[config.mk]
export PLATFORM = sky130hd
export DESIGN_NAME = sdres_readout
export DESIGN_NICKNAME = d
export VERILOG_FILES = /design/src/rtl/sdres_pkg.sv /design/src/rtl/sdres_capture.sv /design/src/rtl/sdres_window.sv /design/src/rtl/sdres_access.sv /design/src/rtl/sdres_readout.sv
export SDC_FILE = /design/constraint.sdc
export NUM_CORES = 1
export LEC_CHECK = 0
export ABC_AREA = 1
export BUFFER_PORTS_ARGS = -buffer_cell sky130_fd_sc_hd__buf_2
export CORE_ASPECT_RATIO = 1.4
export CORE_MARGIN = 4
export CORE_UTILIZATION = 53
export DETAILED_ROUTE_END_ITERATION = 6
export PLACE_DENSITY = 0.78
export SLEW_MARGIN = 20
export SYNTH_ARGS = -nofsm -noshare
export SYNTH_HDL_FRONTEND = slang
export SYNTH_HIERARCHICAL = 1
export SYNTH_SLANG_ARGS = --single-unit
[constraint.sdc]
create_clock -name clk -period 2.2 [get_ports clk]
set_input_delay 0.22 -clock clk [delete_from_list [all_inputs] [get_ports clk]]
set_output_delay 0.22 -clock clk [all_outputs]
set_load 0.01 [all_outputs]
[src/rtl/sdres_pkg.sv]
package sdres_pkg;
  localparam int OSR_CODE_W = 3;
  localparam int OSR_CODE_MAX = 5;
  localparam int WIDTH_BASE = 15;
  localparam int WIDTH_STEP = 3;

  typedef struct packed {
    logic [OSR_CODE_W-1:0] osr;
    logic                  unipolar;
    logic                  tog_en;
  } sdres_cfg_t;

  function automatic int unsigned res_width(input logic [OSR_CODE_W-1:0] code);
    int unsigned c;
    c = (int'(code) > OSR_CODE_MAX) ? OSR_CODE_MAX : int'(code);
    return WIDTH_BASE + WIDTH_STEP * c;
  endfunction
endpackage

[src/rtl/sdres_capture.sv]
module sdres_capture #(
  parameter int RES_W = 30
) (
  input  logic             clk,
  input  logic             rst_n,
  input  logic             res_valid,
  input  logic [RES_W-1:0] res_data,
  output logic [RES_W-1:0] res_q
);
  always_ff @(posedge clk) begin
    if (!rst_n)         res_q <= '0;
    else if (res_valid) res_q <= res_data;
  end


  capture_load_chk: assert property (@(posedge clk) disable iff (!rst_n)
    res_valid |=> res_q == $past(res_data));

  capture_hold_chk: assert property (@(posedge clk) disable iff (!rst_n)
    !res_valid |=> $stable(res_q));
endmodule

[src/rtl/sdres_window.sv]
module sdres_window
  import sdres_pkg::*;
#(
  parameter int RES_W = 30,
  parameter int BUS_W = 16
) (
  input  logic [RES_W-1:0]      res_q,
  input  logic [OSR_CODE_W-1:0] osr,
  input  logic                  unipolar,
  input  logic                  acc_flag,
  output logic [BUS_W-1:0]      word_val,
  output logic [BUS_W-1:0]      byte_val
);
  localparam int PAD    = 2;
  localparam int EXT_W  = RES_W + PAD;
  localparam int SH_W   = $clog2(EXT_W + 1);
  localparam int HALF_W = BUS_W / 2;

  logic [EXT_W-1:0] ext;
  logic [EXT_W-1:0] shifted;
  logic [SH_W-1:0]  shamt;
  int unsigned      top_pos;

  // The two pad bits below the result make negative positions read as zero.
  assign ext = {res_q, {PAD{1'b0}}};

  always_comb begin
    top_pos = res_width(osr) - 1 - (unipolar ? 1 : 0);
    shamt   = SH_W'(top_pos + PAD - (BUS_W - 1));
  end

  assign shifted  = ext >> shamt;
  assign word_val = acc_flag ? res_q[BUS_W-1:0] : shifted[BUS_W-1:0];
  assign byte_val = {{(BUS_W-HALF_W){1'b0}}, res_q[HALF_W-1:0]};
endmodule

[src/rtl/sdres_access.sv]
module sdres_access #(
  parameter int BUS_W = 16
) (
  input  logic             clk,
  input  logic             rst_n,
  input  logic             rd_en,
  input  logic             rd_byte,
  input  logic             acc_we,
  input  logic             acc_val,
  input  logic             tog_en,
  input  logic [BUS_W-1:0] word_val,
  input  logic [BUS_W-1:0] byte_val,
  output logic             acc_flag,
  output logic [BUS_W-1:0] rd_data,
  output logic             rd_valid
);
  localparam int HALF_W = BUS_W / 2;

  always_ff @(posedge clk) begin
    if (!rst_n) begin
      acc_flag <= 1'b0;
      rd_data  <= '0;
      rd_valid <= 1'b0;
    end else begin
      rd_valid <= rd_en;
      if (rd_en) rd_data <= rd_byte ? byte_val : word_val;
      if (acc_we)                acc_flag <= acc_val;
      else if (rd_en && tog_en)  acc_flag <= ~acc_flag;
    end
  end


  toggle_flip_chk: assert property (@(posedge clk) disable iff (!rst_n)
    (rd_en && tog_en && !acc_we) |=> acc_flag != $past(acc_flag));

  flag_steady_chk: assert property (@(posedge clk) disable iff (!rst_n)
    (!tog_en && !acc_we) |=> $stable(acc_flag));

  flag_write_chk: assert property (@(posedge clk) disable iff (!rst_n)
    acc_we |=> acc_flag == $past(acc_val));

  rd_valid_chk: assert property (@(posedge clk) disable iff (!rst_n)
    rd_en |=> rd_valid);

  rd_hold_chk: assert property (@(posedge clk) disable iff (!rst_n)
    !rd_en |=> (!rd_valid && $stable(rd_data)));

  byte_upper_chk: assert property (@(posedge clk) disable iff (!rst_n)
    (rd_en && rd_byte) |=> rd_data[BUS_W-1:HALF_W] == '0);
endmodule

[src/rtl/sdres_readout.sv]
module sdres_readout
  import sdres_pkg::*;
#(
  parameter int RES_W = 30,
  parameter int BUS_W = 16
) (
  input  logic                  clk,
  input  logic                  rst_n,
  input  logic                  res_valid,
  output logic                  res_ready,
  input  logic [RES_W-1:0]      res_data,
  input  logic                  cfg_we,
  input  logic [OSR_CODE_W-1:0] cfg_osr,
  input  logic                  cfg_unipolar,
  input  logic                  cfg_tog_en,
  input  logic                  acc_we,
  input  logic                  acc_val,
  input  logic                  rd_en,
  input  logic                  rd_byte,
  output logic [BUS_W-1:0]      rd_data,
  output logic                  rd_valid
);
  sdres_cfg_t       cfg_q;
  logic [RES_W-1:0] res_q;
  logic [BUS_W-1:0] word_val;
  logic [BUS_W-1:0] byte_val;
  logic             acc_flag;

  assign res_ready = 1'b1;

  always_ff @(posedge clk) begin
    if (!rst_n)      cfg_q <= '0;
    else if (cfg_we) cfg_q <= '{osr: cfg_osr, unipolar: cfg_unipolar, tog_en: cfg_tog_en};
  end

  sdres_capture #(.RES_W(RES_W)) cap_i (
    .clk(clk), .rst_n(rst_n), .res_valid(res_valid),
    .res_data(res_data), .res_q(res_q)
  );

  sdres_window #(.RES_W(RES_W), .BUS_W(BUS_W)) win_i (
    .res_q(res_q), .osr(cfg_q.osr), .unipolar(cfg_q.unipolar),
    .acc_flag(acc_flag), .word_val(word_val), .byte_val(byte_val)
  );

  sdres_access #(.BUS_W(BUS_W)) acc_i (
    .clk(clk), .rst_n(rst_n), .rd_en(rd_en), .rd_byte(rd_byte),
    .acc_we(acc_we), .acc_val(acc_val), .tog_en(cfg_q.tog_en),
    .word_val(word_val), .byte_val(byte_val), .acc_flag(acc_flag),
    .rd_data(rd_data), .rd_valid(rd_valid)
  );


  ready_high_chk: assert property (@(posedge clk) disable iff (!rst_n) res_ready);

  cfg_no_flag_chk: assert property (@(posedge clk) disable iff (!rst_n)
    (cfg_we && !rd_en && !acc_we) |=> $stable(acc_flag));
endmodule

==> results.toml <==
[grt]
grt_pass1_wl_mm = 20.72
grt_usage_pct = 25.76
grt-ovfl-total = 0
antenna_found_initial = 0
grt_pass1_vias = 4379
grt_max_degree = 61

[finish]
layout-drive-gt1-share_pct = 27.91
antenna_cells = 0
syn_to_final_growth_pct = 26.54
stdcell_count = 919
nets = 867
final_core_util_pct = 68.37
postLayoutCellArea_um2 = 5572

[sta]
worst_slack_ns = -0.1289
period_needed_ns = 2.329
setup_violations = 10
drv_slew = 0
slew_headroom_pct = 60.97
worstMarginPinSlew_ns = 0.5854
clock.fmax_mhz = 429.4
skew_ns = 0.008639
rsz0062_at_grt = "true"
finalCritPeriodShare_pct = 105.9
hold_viol = 0

[floorplanning]
core_um2 = 8149
die_y_um = 115.8
pin_count = 61
die_w_um = 85.03
die_area_um2 = 9850
rows = 39
start_util_pct = 54.03

[job]
maxCapViolCount = 0

[synthesis]
synth_cell_types = 25
synth_cells = 764
synth_area_per_cell_um2 = 5.763
synth.ff_latch_count = 53
synth_edf_count = 0
yosysTopAreaCell = "nand2_1"
ys_async_sr_fraction_pct = 0
ys_seq_area_share_pct = 24.10
netlist_top_cells_area = "nand2_1, dfxtp_1, nand3_1"
syn_area_um2 = 4403
synth_warnings = 6
synth.top_cells.by_count = "nand2_1, nand3_1, nor2_1, dfxtp_1, inv_1"
yosys.area.top_type_share_pct = 24.47
yosysMostFrequentCell = "nand2_1"
ys.flop_type = "dfxtp_1"

[placed_design]
post_dp_cell_area_um2 = 4653
dp_hpwl_mm = 8.604
place_inst = 893
portBuffers = 59
gp_congestion = 0.9566

[clock_tree]
clk_pin_slew_worst_paths_ns = 0.08
cts_max_level = 2
cts_max_path_buffers = 2
ctsRootBufferMaster = "clkbuf_16"
cts_tree = "yes"
cts-buffers-inserted = 5
worstSkewPairLatency_ns = 0.30
clock_sinks = 53
hold_buffers = 0

[setup_path]
critPathLaunchType = "register"
slowest_delay_ns = 0.37
path_cells = "inv_4 -> o21bai_4 -> ha_4 -> ha_4 -> buf_4 -> o21ai_4 -> nand2_4 -> buf_12 -> nand3_1 -> nand2_2 -> nor2_2 -> nor2_1 -> nand3_1 -> nand2_1 -> nand2_1 -> a21oi_2"
cp-end-kind = "register"
crit_required_ns = 2.39
crit_slowest_cell = "dfxtp_4"
crit_type = "register to register"
critical_path_arrival_ns = 2.52
cp_max_fo = 8

[min_path]
hp-class = "primary input to register"

[route]
wl_mm = 14.78
num_vias = 5200
ant_nets = 0
viasPerCell = 5.658
drt_iter0_drc = 610
avgRoutedWirePerCell_um = 16.08
remaining_drc_errors = 16
first_pass_iters = 7

[outcome]
violations = "design-rule violations, negative setup slack"
status = "finished, violations left"

[power_and_ir_drop]
vdd_drop_max_mv = 0.4240
power_density_nw_per_um2 = 697.4
p_leak_nw = 2.807
==> layer usage <==
metal / GRT usage, % / up-vias / routed length [um]
met5: 0 / - / 0
met4: 12.99 / 0 / 1084
met3: 3.841 / 102 / 1353
met2: 43.78 / 330 / 6658
met1: 31.52 / 2255 / 5679
li1: - / 2513 / -
==> logic make-up after synthesis <==
kind of cell | synth area share (%)
AOI/OAI and AO/OA | 7.445
xor gates and xnor gates | 0.3695
adders and majority gates | 2.273
buffers and inverters | 15.37
DFF | 24.10
other | 0.1706
and+or+nand+nor | 50.27
==> registers in the layout (all words and copies together), names as in the netlist <==
register	count
cap_i/res_q	30
acc_i/rd_valid	1
acc_i/acc_flag	1
cfg_q	5
acc_i/rd_data	16
==> final timing paths <==
kind / to / cells after the start / start / slack (ns)
worst min-delay path: cap_i/res_q[10] / 5 / res_data[10] / 0.20
worst max register to register: acc_i/rd_data[13] / 16 / cfg_q[4] / -0.13
worst max-delay path: acc_i/rd_data[13] / 16 / cfg_q[4] / -0.13
worst min register to register: cap_i/res_q[25] / 2 / cap_i/res_q[25] / 0.49
==> where the power goes <==
group	switching, mW	internal (mW)
Clock	0.377	0.570
Sequential	0.0718	1.03
Combinational	1.10	0.738
==> through the flow <==
| stage | power [mW] | TNS (ns) | setup WS, ns | hold slack (ns) |
|---|---|---|---|---|
| after floorplan | 2.102 | 0 | 0.006776 | 0.3330 |
| after global routing | 4.084 | -2.685 | -0.3002 | 0.2202 |
| after detailed placement | 2.451 | -0.5127 | -0.06712 | 0.4734 |
| final | 3.885 | -0.5352 | -0.1289 | 0.2026 |
| after global placement | 2.435 | 0 | 0.004195 | 0.4713 |
| after CTS | 3.506 | -0.1201 | -0.04010 | 0.2059 |
==> layout by cell type, fill, tap and decap left out, drive strengths merged, types with 8 or more instances in the layout <==
cell type and count:
nand2 287, nand3 134, nor2 95, buf 94, dfxtp 53, inv 53, a21oi 34, o21ai 21
clkbuf 14, conb 9, nand4 9, ha 8
==> cell type report <==
class / instances / area, um^2
clock buffers: 7 / 142.6
fillers: 723 / 2577
flip-flops and latches: 53 / 1066
well taps: 102 / 127.6
inverters: 53 / 226.5
clock inverters: 1 / 30.03
multi-input cells: 602 / 3083
repair buffers: 101 / 895.9
==> what timing repair did <==
item,in CTS,in global routing
gates cloned,3,9
setup buffers,2,4
resized for setup,35,85
pin swaps,5,12
endpoints found under the setup margin,16,16
==> worst max-delay path: cells and delay by family, from the launching register on <==
family	cells	cell delay [ns]
adder cells (fa/ha/maj)	2	0.34
AND/OR/NAND/NOR	8	0.81
AO/OA/AOI/OAI	3	0.31
buffers and inverters	3	0.36
flip-flops	1	0.37
Power figures use the tool's default switching activity.
